$ cat src/rtl/cmp_pkg.sv
package cmp_pkg;

  // Three-wire ordering result passed between stages.
  typedef struct packed {
    logic lt;
    logic eq;
    logic gt;
  } verdict_t;

  // The stage's own verdict wins unless its slices match; then the lower
  // stage's verdict passes through untouched.
  function automatic verdict_t merge_verdict(input verdict_t own_v,
                                             input verdict_t lower_v);
    verdict_t res;
    if (own_v.eq) res = lower_v;
    else          res = own_v;
    return res;
  endfunction

  // Result a plain compare starts from: "equal so far".
  function automatic verdict_t neutral_verdict();
    verdict_t res;
    res.lt = 1'b0;
    res.eq = 1'b1;
    res.gt = 1'b0;
    return res;
  endfunction

endpackage

$ cat src/rtl/cmp_slice_order.sv
module cmp_slice_order
  import cmp_pkg::*;
#(
  parameter int SLICE_W = 4
) (
  input  logic [SLICE_W-1:0] a_i,
  input  logic [SLICE_W-1:0] b_i,
  output verdict_t           v_o
);

  // same_above[i]: all bits at positions >= i match.
  logic [SLICE_W:0]   same_above;
  logic [SLICE_W-1:0] gt_hit;
  logic [SLICE_W-1:0] lt_hit;

  assign same_above[SLICE_W] = 1'b1;

  genvar i;
  generate
    for (i = SLICE_W - 1; i >= 0; i--) begin : g_bit
      assign same_above[i] = same_above[i+1] & ~(a_i[i] ^ b_i[i]);
      assign gt_hit[i]     = same_above[i+1] & a_i[i] & ~b_i[i];
      assign lt_hit[i]     = same_above[i+1] & ~a_i[i] & b_i[i];
    end
  endgenerate

  assign v_o.gt = |gt_hit;
  assign v_o.lt = |lt_hit;
  assign v_o.eq = same_above[0];

  always_comb begin
    AST_SLICE_MSB_DECIDES: assert ((v_o.gt == (a_i > b_i)) && (v_o.lt == (a_i < b_i))
                                   && (v_o.eq == (a_i == b_i)));
  end

endmodule

$ cat src/rtl/cmp_cascade_merge.sv
module cmp_cascade_merge
  import cmp_pkg::*;
(
  input  verdict_t own_i,
  input  verdict_t lower_i,
  output verdict_t v_o
);

  assign v_o = merge_verdict(own_i, lower_i);

  always_comb begin
    if (!own_i.eq) begin
      AST_DIFF_IGNORES_CASCADE: assert (v_o == own_i);
    end
    if (own_i.eq) begin
      AST_EQ_COPIES_CASCADE: assert (v_o == lower_i);
    end
    if ($onehot(lower_i) && $onehot(own_i)) begin
      AST_ONE_VERDICT: assert ($countones(v_o) == 1);
    end
  end

endmodule

$ cat src/rtl/cmp_stage.sv
module cmp_stage
  import cmp_pkg::*;
#(
  parameter int SLICE_W = 4
) (
  input  logic [SLICE_W-1:0] a_i,
  input  logic [SLICE_W-1:0] b_i,
  input  verdict_t           lower_i,
  output verdict_t           v_o
);

  verdict_t own_v;

  cmp_slice_order #(.SLICE_W(SLICE_W)) u_order (
    .a_i (a_i),
    .b_i (b_i),
    .v_o (own_v)
  );

  cmp_cascade_merge u_merge (
    .own_i   (own_v),
    .lower_i (lower_i),
    .v_o     (v_o)
  );

endmodule

$ cat src/rtl/mag_cmp_chain.sv
module mag_cmp_chain
  import cmp_pkg::*;
#(
  parameter int SLICE_W = 4,
  parameter int STAGES  = 3,
  localparam int WIDTH  = SLICE_W * STAGES
) (
  input  logic [WIDTH-1:0] a_i,
  input  logic [WIDTH-1:0] b_i,
  input  logic             lt_in,
  input  logic             eq_in,
  input  logic             gt_in,
  output logic             lt_o,
  output logic             eq_o,
  output logic             gt_o
);

  // link[k] enters stage k; link[STAGES] leaves the top stage.
  verdict_t link [STAGES+1];

  assign link[0].lt = lt_in;
  assign link[0].eq = eq_in;
  assign link[0].gt = gt_in;

  genvar k;
  generate
    for (k = 0; k < STAGES; k++) begin : g_stage
      cmp_stage #(.SLICE_W(SLICE_W)) u_stage (
        .a_i     (a_i[k*SLICE_W +: SLICE_W]),
        .b_i     (b_i[k*SLICE_W +: SLICE_W]),
        .lower_i (link[k]),
        .v_o     (link[k+1])
      );
    end
  endgenerate

  assign lt_o = link[STAGES].lt;
  assign eq_o = link[STAGES].eq;
  assign gt_o = link[STAGES].gt;

endmodule

$ cat config.mk
export PLATFORM = sky130hd
export DESIGN_NAME = mag_cmp_chain
export DESIGN_NICKNAME = d
export VERILOG_FILES = /design/src/rtl/cmp_pkg.sv /design/src/rtl/cmp_slice_order.sv /design/src/rtl/cmp_cascade_merge.sv /design/src/rtl/cmp_stage.sv /design/src/rtl/mag_cmp_chain.sv
export SDC_FILE = /design/constraint.sdc
export NUM_CORES = 1
export LEC_CHECK = 0
export BUFFER_PORTS_ARGS = -buffer_cell sky130_fd_sc_hd__buf_2
export CAP_MARGIN = 20
export CELL_PAD_IN_SITES_DETAIL_PLACEMENT = 1
export CELL_PAD_IN_SITES_GLOBAL_PLACEMENT = 1
export CORE_MARGIN = 5
export CORE_UTILIZATION = 32
export DETAILED_ROUTE_END_ITERATION = 12
export GPL_TIMING_DRIVEN = 0
export PLACE_DENSITY = 0.92
export SYNTH_ARGS = -nofsm -noshare
export SYNTH_HDL_FRONTEND = slang
export SYNTH_SLANG_ARGS = --single-unit
$ cat constraint.sdc
create_clock -name vclk -period 3.1
set_input_delay 0.155 -clock vclk [all_inputs]
set_output_delay 0.155 -clock vclk [all_outputs]
set_load 0.005 [all_outputs]
# Word level (Yosys, flattened, before mapping)
# Index checks and enable logic that the tools add are counted.
[classes]
n_mux = 3
bitwise = 99
n_reduce_logical = 6
[op_table]
columns = ["op", "n"]
rows = [
  ["AND 1 bit", 51],
  ["NOT 1 bit", 36],
  ["OR reduction 4 bit", 6],
  ["XOR 1 bit", 12],
  ["two-way mux 3 bit", 3],
]
[word_totals]
regBits = 0
out_inout_bits = 3

# Depth between registers and ports, before layout
# Gate-level depths: netlist of run 1.
[depth]
word_depth = 10
depth_mapped = 7
mapped_depth_nobuf = 7

# By module
# Synthesis of run 1 repeated with hierarchy kept, for this count alone.
[unflattened]
hier_cells = 64
hier_area_um2 = 511.7
[by_module_without_submodules]
columns = ["mod", "instances", "cells_each", "area_per_inst_um2", "seq_area_each_um2"]
rows = [
  ["cmp_slice_order at g_stage[0].u_stage.u_order ...", 2, 19, 138.9, 0.0],
  ["cmp_slice_order at g_stage[2].u_stage.u_order", 1, 17, 143.9, 0.0],
  ["cmp_cascade_merge", 3, 3, 30.0, 0.0],
]

# Least setup slack after synthesis of run 1
# Ideal clock, no wire load.
[synth_path]
kind = "input-to-output"
from = "input port a_i[3]"
to = "output port lt_o"
arrival_ps = 1123
required_ps = 2945
setup_slack_ps = 1822
cell_stages = 7
path_cell_list = "inv_1 > ha_1 > nand4_1 > nor3b_1 > o21ai_1 > a31oi_1 > nand3b_1"
[synth_via]
elab_chain_len = 10
word_cells_on_any_way = 17
[synth_lines]
columns = ["item", "line_no", "text"]
rows = [
  ["from (decl)", "mag_cmp_chain.sv:8", "input logic [WIDTH-1:0] a_i,"],
  ["XOR 1 bit", "cmp_slice_order.sv:21", "assign same_above[i] = same_above[i+1] & ~(a_i[i] ^ b_i[i]);"],
  ["NOT 1 bit", "cmp_slice_order.sv:21", ""],
  ["AND 1 bit (2 in a row)", "cmp_slice_order.sv:21", ""],
  ["AND 1 bit (2 in a row)", "cmp_slice_order.sv:23", "assign lt_hit[i] = same_above[i+1] & ~a_i[i] & b_i[i];"],
  ["OR reduction 4 bit", "cmp_slice_order.sv:28", "assign v_o.lt = |lt_hit;"],
  ["two-way mux 3 bit (*) (3 in a row)", "cmp_pkg.sv:15", "if (own_v.eq) res = lower_v;"],
  ["to (decl)", "mag_cmp_chain.sv:13", "output logic lt_o,"],
]
# Mark *: on every way between the ends. The rest lies on a longest branch, timed or not.

# Final worst setup path of run 1
[layout_path]
from = "input port a_i[11]"
to = "output port gt_o"
[layout_via]
elab_chain_len = 8
word_cells_on_any_way = 14
[layout_lines]
columns = ["item", "line_no", "text"]
rows = [
  ["XOR 1 bit", "cmp_slice_order.sv:21", ""],
  ["NOT 1 bit", "cmp_slice_order.sv:21", ""],
  ["AND 1 bit (2 in a row)", "cmp_slice_order.sv:21", ""],
  ["AND 1 bit (2 in a row)", "cmp_slice_order.sv:22", "assign gt_hit[i] = same_above[i+1] & a_i[i] & ~b_i[i];"],
  ["OR reduction 4 bit", "cmp_slice_order.sv:27", "assign v_o.gt = |gt_hit;"],
  ["two-way mux 3 bit (*)", "cmp_pkg.sv:15", ""],
  ["to (decl)", "mag_cmp_chain.sv:15", "output logic gt_o"],
]
# Marks and branches as above.

==> results.md, run 1 <==
- Outcome: finished clean
- Filler cell count: 222
- Non-Filler Instances: 120
- Post-placement cell area: 664 µm²
- Hold Path Cell Cnt: 3
- Worst slew margin: 76.0%
- Post-synthesis instance total: 74
- CTS hold repair buffers: 0
- WL met2: 800 µm
- Placement Rows: 14
- Max FO, Critical Path: 4
- Core area: 1490 µm²
- Post-Syn Nets: 107
- Post-CTS Resized: 0
- Vias: 633
- Die Span Y: 49.3 µm
- Leakage dissipation: 0.000341 µW
- Ant. Diodes: 0
- Crit path buf inv count: 3
- Pwr/cell area: 127 nW/µm²
- Register area share after synthesis: 0%
- Most common cell after layout, fill and taps aside: buf_2
- WP data arrival: 1.47 ns
- Cell area after synthesis: 494 µm²
- Most frequent cells in the layout: buf_2, inv_1, ha_1
- Max rail drop VDD: 0.0458 mV
- Multi-input combinational cell area: 457 µm²
- Area Growth Syn to Fin: 34.4%
- Layout Nets: 139
- Mean Syn Cell Area: 6.68 µm²
- Largest net degree at the start of global routing: 6
- Fin. max-slew vios: 0
- Starting density of the core: 33.2%
- Design Power: 84.6 µW
- Post-route cell area: 664 µm²
- Drt pass-1 iters: 1
- Number of global-route vias before repair: 643
- Initial DRC count: 0
- Initial antenna violation count: 0
- Critical path's slowest cell: ha_1
- Clkbuf count: 0
- Critical Path Source Type: input port
- Warnings, synthesis: 0
- WHS Endpoint: eq_o
- F_max: 0.616 GHz
- Final setup TNS: 0 ns
- Drt via density: 5.28
- Hold Path Class: input port to primary output
- Sequential standard cell area: 0 µm²
- Final setup vio count: 0
- Worst-margin pin slew: 0.355 ns
- CP Cell Sequence: buf_2, inv_1, ha_1, nand3_1, nor2_2, and3_1, o211ai_1, nand3_1, buf_2
- WP data required: 2.94 ns
- DRC: 0
- Die width: 49.3 µm
- Post-placement cell count: 120
- Gpl congestion: 0.777
- Share of layout cells above drive strength 1: 31.7%
- Fin. Hold Viols: 0
- Ports: 30
- Worst path max stage delay: 0.32 ns
- Hold path startpoint: eq_in
- MaxCap Viol Count: 0
- Post-detail-place hpwl: 1350 µm
- Crit-path leading delay family: simple AND/OR/NAND/NOR gates
- # Post-CTS Setup Buffers: 0
- ANT nets after route: 0
- Sequential cell count: 0
- RSZ-0062 raised after global routing: no
- Grt total ovfl: 0
- WL met3: 54 µm
- Per-cell routed wire length: 11.8 µm
- Max layer used: met3
- Worst setup EP type: primary output
- Routed wire length: 1420 µm
- Number of port buffers: 30
- Total GRT Usage: 12.2%
- Synth cell types: 32
- Final Core Density: 44.6%
- Die ar.: 2430 µm²
- Crit Path Class: input port to primary output
- M1 WL: 567 µm
- Number of cells on the critical path: 9
- Final worst path period need: 1.62 ns
- First-pass GRT wire length: 2590 µm
- Period utilization: 52.4%
==> metrics by stage <==
stage | hold slack, ns | setup slack, ns
6_report | 0.638 | 1.48
4_1_cts | 0.646 | 1.46
3_3_place_gp | 0.632 | 1.47
5_1_grt | 0.672 | 1.30
3_5_place_dp | 0.646 | 1.46
2_1_floorplan | 0.442 | 1.82
==> area by class of cell <==
cell class | instances | area share [%]
multi-input combinational | 64 | 68.7
timing repair buffer | 30 | 22.6
inverter | 10 | 5.65
tap | 16 | 3.01
==> logic make-up (layout without fill, tap and decap cells) <==
| group | Yosys count | count (layout) | share of synthesized area (%) |
|---|---|---|---|
| buffers and inverters | 10 | 40 | 7.59 |
| adder cells (fa/ha/maj) | 6 | 6 | 15.2 |
| AND/OR/NAND/NOR | 34 | 34 | 41.5 |
| XOR/XNOR | 5 | 5 | 8.86 |
| AO/OA/AOI/OAI | 19 | 19 | 26.8 |
==> worst min-delay path, cell delays in order <==
cell    delay, ns
buf_2        0.07
and3_1       0.14
buf_2        0.11
==> layer usage <==
metal / GRT usage (%) / vias to the layer above
met1: 15.2 / 289
met2: 23.8 / 14
met3: 0.612 / 0
met5: 0 / -
met4: 0 / 0
li1: - / 330
==> how the worst max path moves through the flow <==
stage / startpoint / end / slack (ns)
detailed placement: a_i[11] / gt_o / 1.46
global placement: a_i[3] / lt_o / 1.47
finish: a_i[11] / gt_o / 1.48
floorplan: a_i[3] / lt_o / 1.82
CTS: a_i[11] / gt_o / 1.46
global route: a_i[11] / gt_o / 1.30
==> report_power, final <==
part           internal [µW]  switching [µW]  total, µW
Clock                      0               0          0
Combinational           41.5            43.1       84.6
Sequential                 0               0          0
==> Yosys cell counts, types with 2 or more instances <==
cell | number | area share, %
a21oi_1 | 2 | 2.0
nor3_1 | 2 | 2.0
nor2_1 | 2 | 1.5
a31oi_1 | 2 | 2.5
nand2b_1 | 5 | 6.3
a21boi_0 | 3 | 4.6
and3_1 | 2 | 2.5
nand3_1 | 2 | 2.0
nor2b_1 | 4 | 5.1
ha_1 | 6 | 15
o22ai_1 | 2 | 2.5
nand2_1 | 4 | 3.0
inv_1 | 9 | 6.8
xnor2_1 | 2 | 3.5
o21ai_0 | 4 | 4.1
xor2_1 | 3 | 5.3
nand3b_1 | 5 | 7.6
(Power assumes the default switching activity.)
==> inputs of run 2 (changes only) <==
--- a/config.mk
+++ b/config.mk
@@ -10,10 +10,10 @@
 export CELL_PAD_IN_SITES_DETAIL_PLACEMENT = 1
 export CELL_PAD_IN_SITES_GLOBAL_PLACEMENT = 1
 export CORE_MARGIN = 5
-export CORE_UTILIZATION = 32
+export CORE_UTILIZATION = 27
 export DETAILED_ROUTE_END_ITERATION = 12
 export GPL_TIMING_DRIVEN = 0
-export PLACE_DENSITY = 0.92
+export PLACE_DENSITY = 0.83
 export SYNTH_ARGS = -nofsm -noshare
 export SYNTH_HDL_FRONTEND = slang
 export SYNTH_SLANG_ARGS = --single-unit
==> constraint.sdc (replaced) <==
create_clock -name vclk -period 1.3
set_input_delay 0.065 -clock vclk [all_inputs]
set_output_delay 0.065 -clock vclk [all_outputs]
set_load 0.005 [all_outputs]
==> run 2 against run 1 <==
  * The flow now finishes with violations (setup timing)
  * Die area is 15% higher
  * Power rose to 3.4 times the previous value
  * Hold slack worse by 0.21 ns
  * Combinational power grew to 3.4 times the previous value
  * Sequential cell count did not move
  * Global-route usage rose by 1.2 points
  * Highest routed layer unchanged
  * Via count is 7.3% higher
  * Cell area up 28%
  * Largest cell class unchanged
==> results.md, run 2 (synthesis gave the netlist of run 1 again) <==
- Layout Nets: 145 (+4.3%)
- MaxCap Viol Count: 0 (unchanged)
- Switching share of power: 47.8% (-3.1 points)
- Crit Path Class: input port to primary output
- Clkbuf count: 0 (unchanged)
- Hold Path Cell Cnt: 3 (unchanged)
- ANT nets after route: 0 (unchanged)
- WHS Endpoint: eq_o
- Filler cell count: 235 (+5.9%)
- Die Span Y: 52.8 µm (+7.1%)
- Largest net degree at the start of global routing: 6 (unchanged)
- Initial antenna violation count: 0 (unchanged)
- Ant. Diodes: 0 (unchanged)
- Placement Rows: 15 (+1)
- Outcome: complete, but fails checks
- Most common cell after layout, fill and taps aside: buf_2
- Final setup margin: -0.171 ns (-1.65 ns)
- Leakage dissipation: 0.000388 µW (+14%)
- DRC: 0 (unchanged)
- Drt via density: 5.03 (-4.7%)
- Minimum setup slack after placement: -0.189 ns (-1.65 ns)
- WP data required: 1.24 ns (-1.70 ns)
- Pwr/cell area: 332 nW/µm² (+160%)
- Switch Pwr: 136 µW (+210%)
- Design Power: 284 µW (+240%)
- Grt total ovfl: 0 (unchanged)
- Max rail drop VDD: 0.142 mV (+210%)
- WP data arrival: 1.41 ns (-0.06 ns)
- Clock power share: 0% (unchanged)
- Number of port buffers: 30 (unchanged)
- Per-cell routed wire length: 13.8 µm (+16%)
- Final worst path period need: 1.47 ns
- Core area: 1730 µm² (+16%)
- Max FO, Critical Path: 3 (-1)
- Area Growth Syn to Fin: 72.7%
- First-pass GRT wire length: 2910 µm (+12%)
- Hold path startpoint: eq_in
- Failing checks: setup timing
- Critical Path Source Type: input port
- Vias: 679 (+7.3%)
- Gpl congestion: 0.719 (-7.4%)
- Period utilization: 113%
- F_max: 0.680 GHz
- Worst setup EP type: primary output
- Fin. max-slew vios: 0 (unchanged)
- Initial DRC count: 1 (+1)
- Share of layout cells above drive strength 1: 46.4% (+15 points)
- Number of global-route vias before repair: 736 (+14%)
- Comb power frac: 100.0% (about the same)
- Total GRT Usage: 13.4% (+1.2 points)
- RSZ-0062 raised after global routing: yes
- Hold Path Class: input port to primary output
- Sequential cell count: 0 (unchanged)
- Post-detail-place hpwl: 1390 µm (+2.9%)
- Seq pwr share: 0% (unchanged)
- Final Core Density: 49.4% (+4.8 points)
- Worst-margin pin slew: 0.328 ns (-0.0267 ns)
- Die ar.: 2790 µm² (+15%)
- Final setup vio count: 2 (+2)
- Fin. Hold Viols: 0 (unchanged)
- Sequential standard cell area: 0 µm² (unchanged)
- Die width: 52.8 µm (+7.1%)
- Starting density of the core: 28.6% (-4.6 points)
- Drt pass-1 iters: 4 (+3)
- Most frequent cells in the layout: buf_2, inv_1, buf_4
- Crit. Startpoint: a_i[3]
- Worst slew margin: 78.0% (+2.0 points)
- Routed wire length: 1860 µm (+31%)
- Int Power: 148 µW (+260%)
- Ports: 30 (unchanged)
[run 2: cell count changes in the layout (fill, tap and decap cells not counted), moves of 2 or more]
cell   change
buf_8      +2
inv_1      -3
buf_4      +6
inv_4      +2
ha_4       +3
buf_6      +3
buf_2      -5
ha_1       -3
[run 2: stage by stage]
| stage | setup TNS (ns) | cell area [µm²] | hold slack, ns | cells |
|---|---|---|---|---|
| 5_1_grt | -0.455 | 853 | 0.448 | 135 |
| 2_1_floorplan | 0 | 494 | 0.262 | 74 |
| 3_3_place_gp | -0.373 | 676 | 0.425 | 129 |
| 3_5_place_dp | -0.447 | 676 | 0.429 | 129 |
| 6_report | -0.276 | 853 | 0.424 | 135 |
| 4_1_cts | -0.119 | 825 | 0.428 | 132 |
[run 2: area by class of cell]
class / count / area, µm² / share of cell area [%]
Multi-Input combinational cell: 64 / 546 / 63.9
Timing Repair Buffer: 36 / 234 / 27.4
Inverter: 10 / 42.5 / 4.99
Tap cell: 25 / 31.3 / 3.67
[run 2: how the worst max path moves through the flow]
| stage | end | slack [ns] |
|---|---|---|
| after detailed placement | lt_o | -0.19 |
| after global routing | lt_o | -0.24 |
| after global placement | lt_o | -0.16 |
| final | lt_o | -0.17 |
| after floorplan | lt_o | 0.20 |
| after CTS | lt_o | -0.09 |
[run 2: timing repair]
| item | in CTS | in global routing |
|---|---|---|
| gates cloned | 0 | 0 |
| setup buffers | 3 | 3 |
| hold buffers | 0 | 0 |
| setup endpoints to repair | 3 | 3 |
| gates resized for setup | 25 | 3 |
| endpoints found under the hold margin | 0 | 0 |
| pin swaps | 15 | 12 |
[run 2: power groups by stage]
stage | clock, µW | combinational [µW] | sequential (µW)
2_1_floorplan | 0 | 116 | 0
3_3_place_gp | 0 | 195 | 0
3_5_place_dp | 0 | 205 | 0
4_1_cts | 0 | 263 | 0
5_1_grt | 0 | 309 | 0
6_report | 0 | 284 | 0
[run 2: routing by layer]
metal	wire, µm	share of wire (%)	global-route usage (%)	vias to the layer above
li1	-	-	-	342
met1	676	36	13.3	321
met2	1100	59	30.6	16
met3	87	4.7	0.570	0
met4	0	0	0	0
met5	0	0	0	-
[run 2: worst max-delay path, stage by stage]
cell and delay, ns:
buf_8 0.08, inv_4 0.03, ha_4 0.26, nand4_1 0.10, buf_4 0.18, nor3b_2 0.18
o21ai_1 0.08, a31oi_1 0.18, nand3b_1 0.11, buf_2 0.14
